[src/rtl/tsd_pkg.sv]
package tsd_pkg;

   typedef enum logic [1:0] {
      MOT_HOLD   = 2'b00,
      MOT_TO_MIN = 2'b01,
      MOT_TO_MAX = 2'b10
   } mot_cmd_e;

   // conditioned-channel indices
   localparam int CH_LMAX  = 0;
   localparam int CH_LMIN  = 1;
   localparam int CH_DEC_N = 2;
   localparam int CH_INC_N = 3;
   localparam int N_CH     = 4;

endpackage

[src/rtl/tsd_sync_debounce.sv]
module tsd_sync_debounce #(
   parameter int SYNC_STAGES = 2,
   parameter int DEB_CYCLES  = 16,
   parameter bit RST_VAL     = 1'b0
) (
   input  logic clk,
   input  logic rst_n,
   input  logic din,
   output logic dout
);

   if (SYNC_STAGES < 2) begin : g_bad_sync
      $error("tsd_sync_debounce: SYNC_STAGES must be at least 2");
   end
   if (DEB_CYCLES < 0) begin : g_bad_deb
      $error("tsd_sync_debounce: DEB_CYCLES must not be negative");
   end

   logic [SYNC_STAGES-1:0] sh_q;

   always_ff @(posedge clk or negedge rst_n) begin
      if (!rst_n) sh_q <= {SYNC_STAGES{RST_VAL}};
      else        sh_q <= {sh_q[SYNC_STAGES-2:0], din};
   end

   logic synced;
   assign synced = sh_q[SYNC_STAGES-1];

   if (DEB_CYCLES == 0) begin : g_no_filter
      assign dout = synced;
   end else begin : g_filter
      localparam int CW = (DEB_CYCLES < 2) ? 1 : $clog2(DEB_CYCLES);
      localparam logic [CW-1:0] CNT_LAST = CW'(DEB_CYCLES - 1);

      logic [CW-1:0] cnt_q;
      logic          lvl_q;

      always_ff @(posedge clk or negedge rst_n) begin
         if (!rst_n) begin
            cnt_q <= '0;
            lvl_q <= RST_VAL;
         end else if (synced == lvl_q) begin
            cnt_q <= '0;
         end else if (cnt_q == CNT_LAST) begin
            cnt_q <= '0;
            lvl_q <= synced;
         end else begin
            cnt_q <= cnt_q + 1'b1;
         end
      end

      assign dout = lvl_q;

      // the filtered level moves only after a full qualifying run
      a_r11_deb_run : assert property (@(posedge clk) disable iff (!rst_n)
         !$stable(lvl_q) |-> ($past(cnt_q) == CNT_LAST));
   end

endmodule

[src/rtl/tsd_home_latch.sv]
module tsd_home_latch (
   input  logic clk,
   input  logic rst_n,
   input  logic lim_max_c,
   input  logic lim_min_c,
   output logic home_q
);

   always_ff @(posedge clk or negedge rst_n) begin
      if (!rst_n)         home_q <= 1'b1;
      else if (lim_min_c) home_q <= 1'b0;
      else if (lim_max_c) home_q <= 1'b1;
   end

   a_r2_home_set : assert property (@(posedge clk) disable iff (!rst_n)
      (lim_max_c && !lim_min_c) |=> home_q);

   a_r2_home_keep : assert property (@(posedge clk) disable iff (!rst_n)
      (home_q && !lim_min_c) |=> home_q);

   a_r3_home_clear : assert property (@(posedge clk) disable iff (!rst_n)
      lim_min_c |=> !home_q);

endmodule

[src/rtl/tsd_dir_arbiter.sv]
module tsd_dir_arbiter
   import tsd_pkg::*;
(
   input  logic       clk,
   input  logic       rst_n,
   input  logic       rf_keyed,
   input  logic [1:0] disc_cmd,
   input  logic       home_q,
   input  logic       lim_max_c,
   input  logic       lim_min_c,
   input  logic       dec_n_c,
   input  logic       inc_n_c,
   output logic [1:0] cmd_q,
   output logic       tune_en_q
);

   logic     dec_act, inc_act;
   mot_cmd_e auto_dir, want_dir, safe_dir;
   logic     en_nxt;

   always_comb begin
      dec_act = ~dec_n_c;
      inc_act = ~inc_n_c & dec_n_c;

      unique case (disc_cmd)
         2'b01:   auto_dir = MOT_TO_MIN;
         2'b10:   auto_dir = MOT_TO_MAX;
         default: auto_dir = MOT_HOLD;
      endcase

      if (dec_act)       want_dir = MOT_TO_MAX;
      else if (inc_act)  want_dir = auto_dir;
      else if (home_q)   want_dir = MOT_TO_MIN;
      else if (rf_keyed) want_dir = auto_dir;
      else               want_dir = MOT_HOLD;

      safe_dir = want_dir;
      if (want_dir == MOT_TO_MAX && lim_max_c) safe_dir = MOT_HOLD;
      if (want_dir == MOT_TO_MIN && lim_min_c) safe_dir = MOT_HOLD;

      en_nxt = rf_keyed | home_q | dec_act | inc_act;
   end

   always_ff @(posedge clk or negedge rst_n) begin
      if (!rst_n) begin
         cmd_q     <= MOT_HOLD;
         tune_en_q <= 1'b0;
      end else begin
         cmd_q     <= safe_dir;
         tune_en_q <= en_nxt;
      end
   end

   a_r10_no_code3 : assert property (@(posedge clk) disable iff (!rst_n)
      cmd_q != 2'b11);

   a_r9_max_block : assert property (@(posedge clk) disable iff (!rst_n)
      lim_max_c |=> (cmd_q != MOT_TO_MAX));

   a_r9_min_block : assert property (@(posedge clk) disable iff (!rst_n)
      lim_min_c |=> (cmd_q != MOT_TO_MIN));

   a_r6_dec_drive : assert property (@(posedge clk) disable iff (!rst_n)
      (!dec_n_c && !lim_max_c) |=> (cmd_q == MOT_TO_MAX && tune_en_q));

   a_r4_enable : assert property (@(posedge clk) disable iff (!rst_n)
      (rf_keyed || home_q || !dec_n_c || !inc_n_c) |=> tune_en_q);

endmodule

[src/rtl/tune_servo_dir.sv]
module tune_servo_dir
   import tsd_pkg::*;
#(
   parameter int SYNC_STAGES = 2,
   parameter int DEB_CYCLES  = 16
) (
   input  logic       clk,
   input  logic       rst_n,
   input  logic       rf_keyed,
   input  logic [1:0] disc_cmd,
   input  logic       lim_max,
   input  logic       lim_min,
   input  logic       man_inc_n,
   input  logic       man_dec_n,
   output logic [1:0] motor_cmd,
   output logic       tune_en
);

   // idle levels: switches open, requests released
   localparam logic [N_CH-1:0] CH_RST = 4'b1100;

   logic [N_CH-1:0] raw_in, cond;
   logic            home_q;

   assign raw_in[CH_LMAX]  = lim_max;
   assign raw_in[CH_LMIN]  = lim_min;
   assign raw_in[CH_DEC_N] = man_dec_n;
   assign raw_in[CH_INC_N] = man_inc_n;

   for (genvar i = 0; i < N_CH; i++) begin : g_ch
      tsd_sync_debounce #(
         .SYNC_STAGES(SYNC_STAGES),
         .DEB_CYCLES (DEB_CYCLES),
         .RST_VAL    (CH_RST[i])
      ) u_cond (
         .clk  (clk),
         .rst_n(rst_n),
         .din  (raw_in[i]),
         .dout (cond[i])
      );
   end

   tsd_home_latch u_home (
      .clk      (clk),
      .rst_n    (rst_n),
      .lim_max_c(cond[CH_LMAX]),
      .lim_min_c(cond[CH_LMIN]),
      .home_q   (home_q)
   );

   tsd_dir_arbiter u_arb (
      .clk      (clk),
      .rst_n    (rst_n),
      .rf_keyed (rf_keyed),
      .disc_cmd (disc_cmd),
      .home_q   (home_q),
      .lim_max_c(cond[CH_LMAX]),
      .lim_min_c(cond[CH_LMIN]),
      .dec_n_c  (cond[CH_DEC_N]),
      .inc_n_c  (cond[CH_INC_N]),
      .cmd_q    (motor_cmd),
      .tune_en_q(tune_en)
   );

endmodule

[config.mk]
export PLATFORM = sky130hd
export DESIGN_NAME = tune_servo_dir
export DESIGN_NICKNAME = d
export VERILOG_FILES = /design/src/rtl/tsd_pkg.sv /design/src/rtl/tsd_sync_debounce.sv /design/src/rtl/tsd_home_latch.sv /design/src/rtl/tsd_dir_arbiter.sv /design/src/rtl/tune_servo_dir.sv
export SDC_FILE = /design/constraint.sdc
export NUM_CORES = 1
export LEC_CHECK = 0
export BUFFER_PORTS_ARGS = -buffer_cell sky130_fd_sc_hd__buf_2
export CELL_PAD_IN_SITES_DETAIL_PLACEMENT = 1
export CELL_PAD_IN_SITES_GLOBAL_PLACEMENT = 1
export CORE_ASPECT_RATIO = 0.6
export CORE_UTILIZATION = 46
export CTS_CLUSTER_DIAMETER = 80
export DETAILED_ROUTE_END_ITERATION = 6
export MAX_ROUTING_LAYER = met4
export PLACE_DENSITY_LB_ADDON = 0.1
export SKIP_CTS_REPAIR_TIMING = 1
export SLEW_MARGIN = 20
export SYNTH_ARGS = -nofsm -noshare
export SYNTH_HDL_FRONTEND = slang
export SYNTH_SLANG_ARGS = --single-unit
[constraint.sdc]
create_clock -name clk -period 1.3 [get_ports clk]
set_input_delay 0.065 -clock clk [delete_from_list [all_inputs] [get_ports clk]]
set_output_delay 0.065 -clock clk [all_outputs]
set_load 0.02 [all_outputs]
==> metrics <==
setup slack, reg-to-reg 0.06 ns; commonest non-fill, non-tap cell in the layout dfrtp_1; Reg clk slew, reported paths 0.07 ns; global route total overflow 0; Max VDD drop 0.9884 mV; RSZ-0062 raised after global routing no; final core utilization 0.6018; Site Rows 14; Synth Area in XOR/XNOR 0.05561; number of global-route vias before repair 875; GP Congestion 0.7746; drt first pass iters 4; fill count 272; largest net degree at the start of global routing 33; Die X-Extent 69.57 µm; Reg area 809.5 µm²; RR Endpoint g_ch[1].u_cond.dout; initial DRC count 58; Wirelength per Cell 15.21 µm; Mapped Area 1260 µm²; FF-to-FF path depth 3; Setup CP Type reg -> reg; largest family of logic cells by synthesized area simple AND/OR/NAND/NOR gates; final cell area excluding filler cells 1539 µm²; TritonCTS Buffers 5; commonest cells after routing, fill and taps aside dfrtp_1 (25), buf_2 (11), a21oi_1 (9); ANT cells 0; first-pass GRT wire length 4105 µm; core area 2557 µm²; Max Slew Vio Count 0; Fin. Hold Viols 0; largest area contributor in the synthesized netlist dfrtp_1; Layout area overhead 22.15%; Detailed Route WL 2357 µm; complex-gate fraction of the synthesized area 0.06554; drc violations 0; Slew @ Worst Pin 0.4358 ns; crit path DAT 1.41 ns; vias per cell 5.129; die area 2959 µm²; worst setup path end g_ch[1].u_cond.dout; adder-cell share of the synthesized area 0.03972; layout cells sized above 1 0.2683; multi-input logic area 427.9 µm²; Yosys cell types 21; Worst-Skew Late Latency 0.28 ns; Fmax 804.6 MHz; Longest Clk Path Bufs 2; PD cells 1457 nW/µm²; CTS root buf clkbuf_8; Initial Util 0.4927; largest cells by area after synthesis dfrtp_1 (50%), dfstp_2 (15%), xnor2_1 (5.6%), ha_1 (4.0%), a21oi_1 (3.6%); Synth Area in Simple Gates 0.1430; cells after synthesis 98; yosys warns 0; post-synth top area share 0.4965; via count 795; synthesized area per cell 12.86 µm²; clk_skew 0.006669 ns; GRT Util Overall 0.1982; Net Count, Synth 111; Critical Path Fanout Max 4; initial antenna violation count 0; post-route setup slack 0.05712 ns; nets 135; Leakage Power 0.6609 nW; element type at the critical path start register; Die H 42.54 µm; Setup Viol. Count Final 0; DP Worst Slack 0.06916 ns; crit path from g_ch[1].u_cond.g_filter.cnt_q[0]; CP Capture Type register; Reg-to-Reg Start g_ch[1].u_cond.g_filter.cnt_q[0]; Final ANT Viol Nets 0; maxcap violations 0; FF+latch count, synth 32; HP Class in -> reg; Clock Sink Count 32; I/O pin count 12; status finished, final reports clean; period utilisation layout 0.9561; Fin Hold WS 0.1282 ns; Detail Placement HPWL 1589 µm; Final min period 1.243 ns; Seq/Total Area, Yosys 0.6425; port buffer count 11; TritonCTS clock tree done; setup TNS 0 ns; mux cell area share after synthesis 0.03575; H-tree depth 2; placed inst area 1363 µm²; Critical Path RT 1.47 ns; relative slew slack 0.7074
## Yosys cell counts
cell       n
a21oi_1    9
a32oi_1    1
dfrtp_1   25
dfstp_2    7
ha_1       4
inv_1      6
mux2_2     4
nand2_1    1
nand2b_1   1
nand3_1    4
nand4b_1   4
nor2_1     6
nor2b_1    6
nor3_1     1
nor3b_1    3
nor3b_2    1
o21ai_0    4
o221ai_1   1
or2b_2     1
or3_1      1
xnor2_1    8
## kinds of logic after synthesis
group	count (synthesis)
AOI/OAI and AO/OA	15
xor gates and xnor gates	8
adders and majority gates	4
buffers and inverters	6
DFF	32
muxes	4
and+or+nand+nor	29
## worst min path at each step
stage / start / cells past startpoint / endpoint / slack (ns)
finish: rf_keyed / 3 / u_arb.tune_en_q / 0.13
global route: rf_keyed / 3 / u_arb.tune_en_q / 0.13
CTS: rst_n / 2 / u_arb.cmd_q[0] / -0.20
detailed placement: rst_n / 2 / g_ch[0].u_cond.g_filter.cnt_q[2] / 0.10
global placement: rst_n / 2 / g_ch[0].u_cond.g_filter.cnt_q[3] / 0.10
floorplan: rst_n / 0 / g_ch[0].u_cond.dout / -0.23
## metal layers
layer	part of all wire	global-route usage
met5	0	-
met4	0.0072	0.08571
met3	0.046	0.08413
met2	0.47	0.2796
met1	0.47	0.2508
## through the flow
step           power [mW]  std cells
6_report            2.243        155
5_1_grt             2.349        155
4_1_cts             2.271        150
3_5_place_dp        1.220        142
3_3_place_gp        1.211        142
2_1_floorplan       1.158         98
## sequential cells by signal, summed over array words and instances, names as in the netlist
register / count
u_home.home_q: 1
g_ch.u_cond.dout: 4
u_arb.cmd_q: 2
g_ch.u_cond.g_filter.cnt_q: 16
u_arb.tune_en_q: 1
g_ch.u_cond.sh_q: 8
## critical path: stages (launching register included)
cell	delay, ns
dfrtp_1	0.41
ha_1	0.26
nand3_1	0.11
mux2_2	0.35
## power breakdown
group / internal [mW] / switching, mW
Sequential: 1.05 / 0.0379
Clock: 0.676 / 0.351
Combinational: 0.0646 / 0.0674
Total: 1.79 / 0.456
## area by class of cell
| type | count | share of cell area |
|---|---|---|
| repair buffers | 17 | 0.07317 |
| inverters | 6 | 0.01463 |
| multi-input cells | 60 | 0.2780 |
| clock inverters | 1 | 0.01951 |
| well taps | 32 | 0.02602 |
| clock buffers | 7 | 0.06260 |
| flip-flops and latches | 32 | 0.5260 |
(Power assumes the default switching activity.)
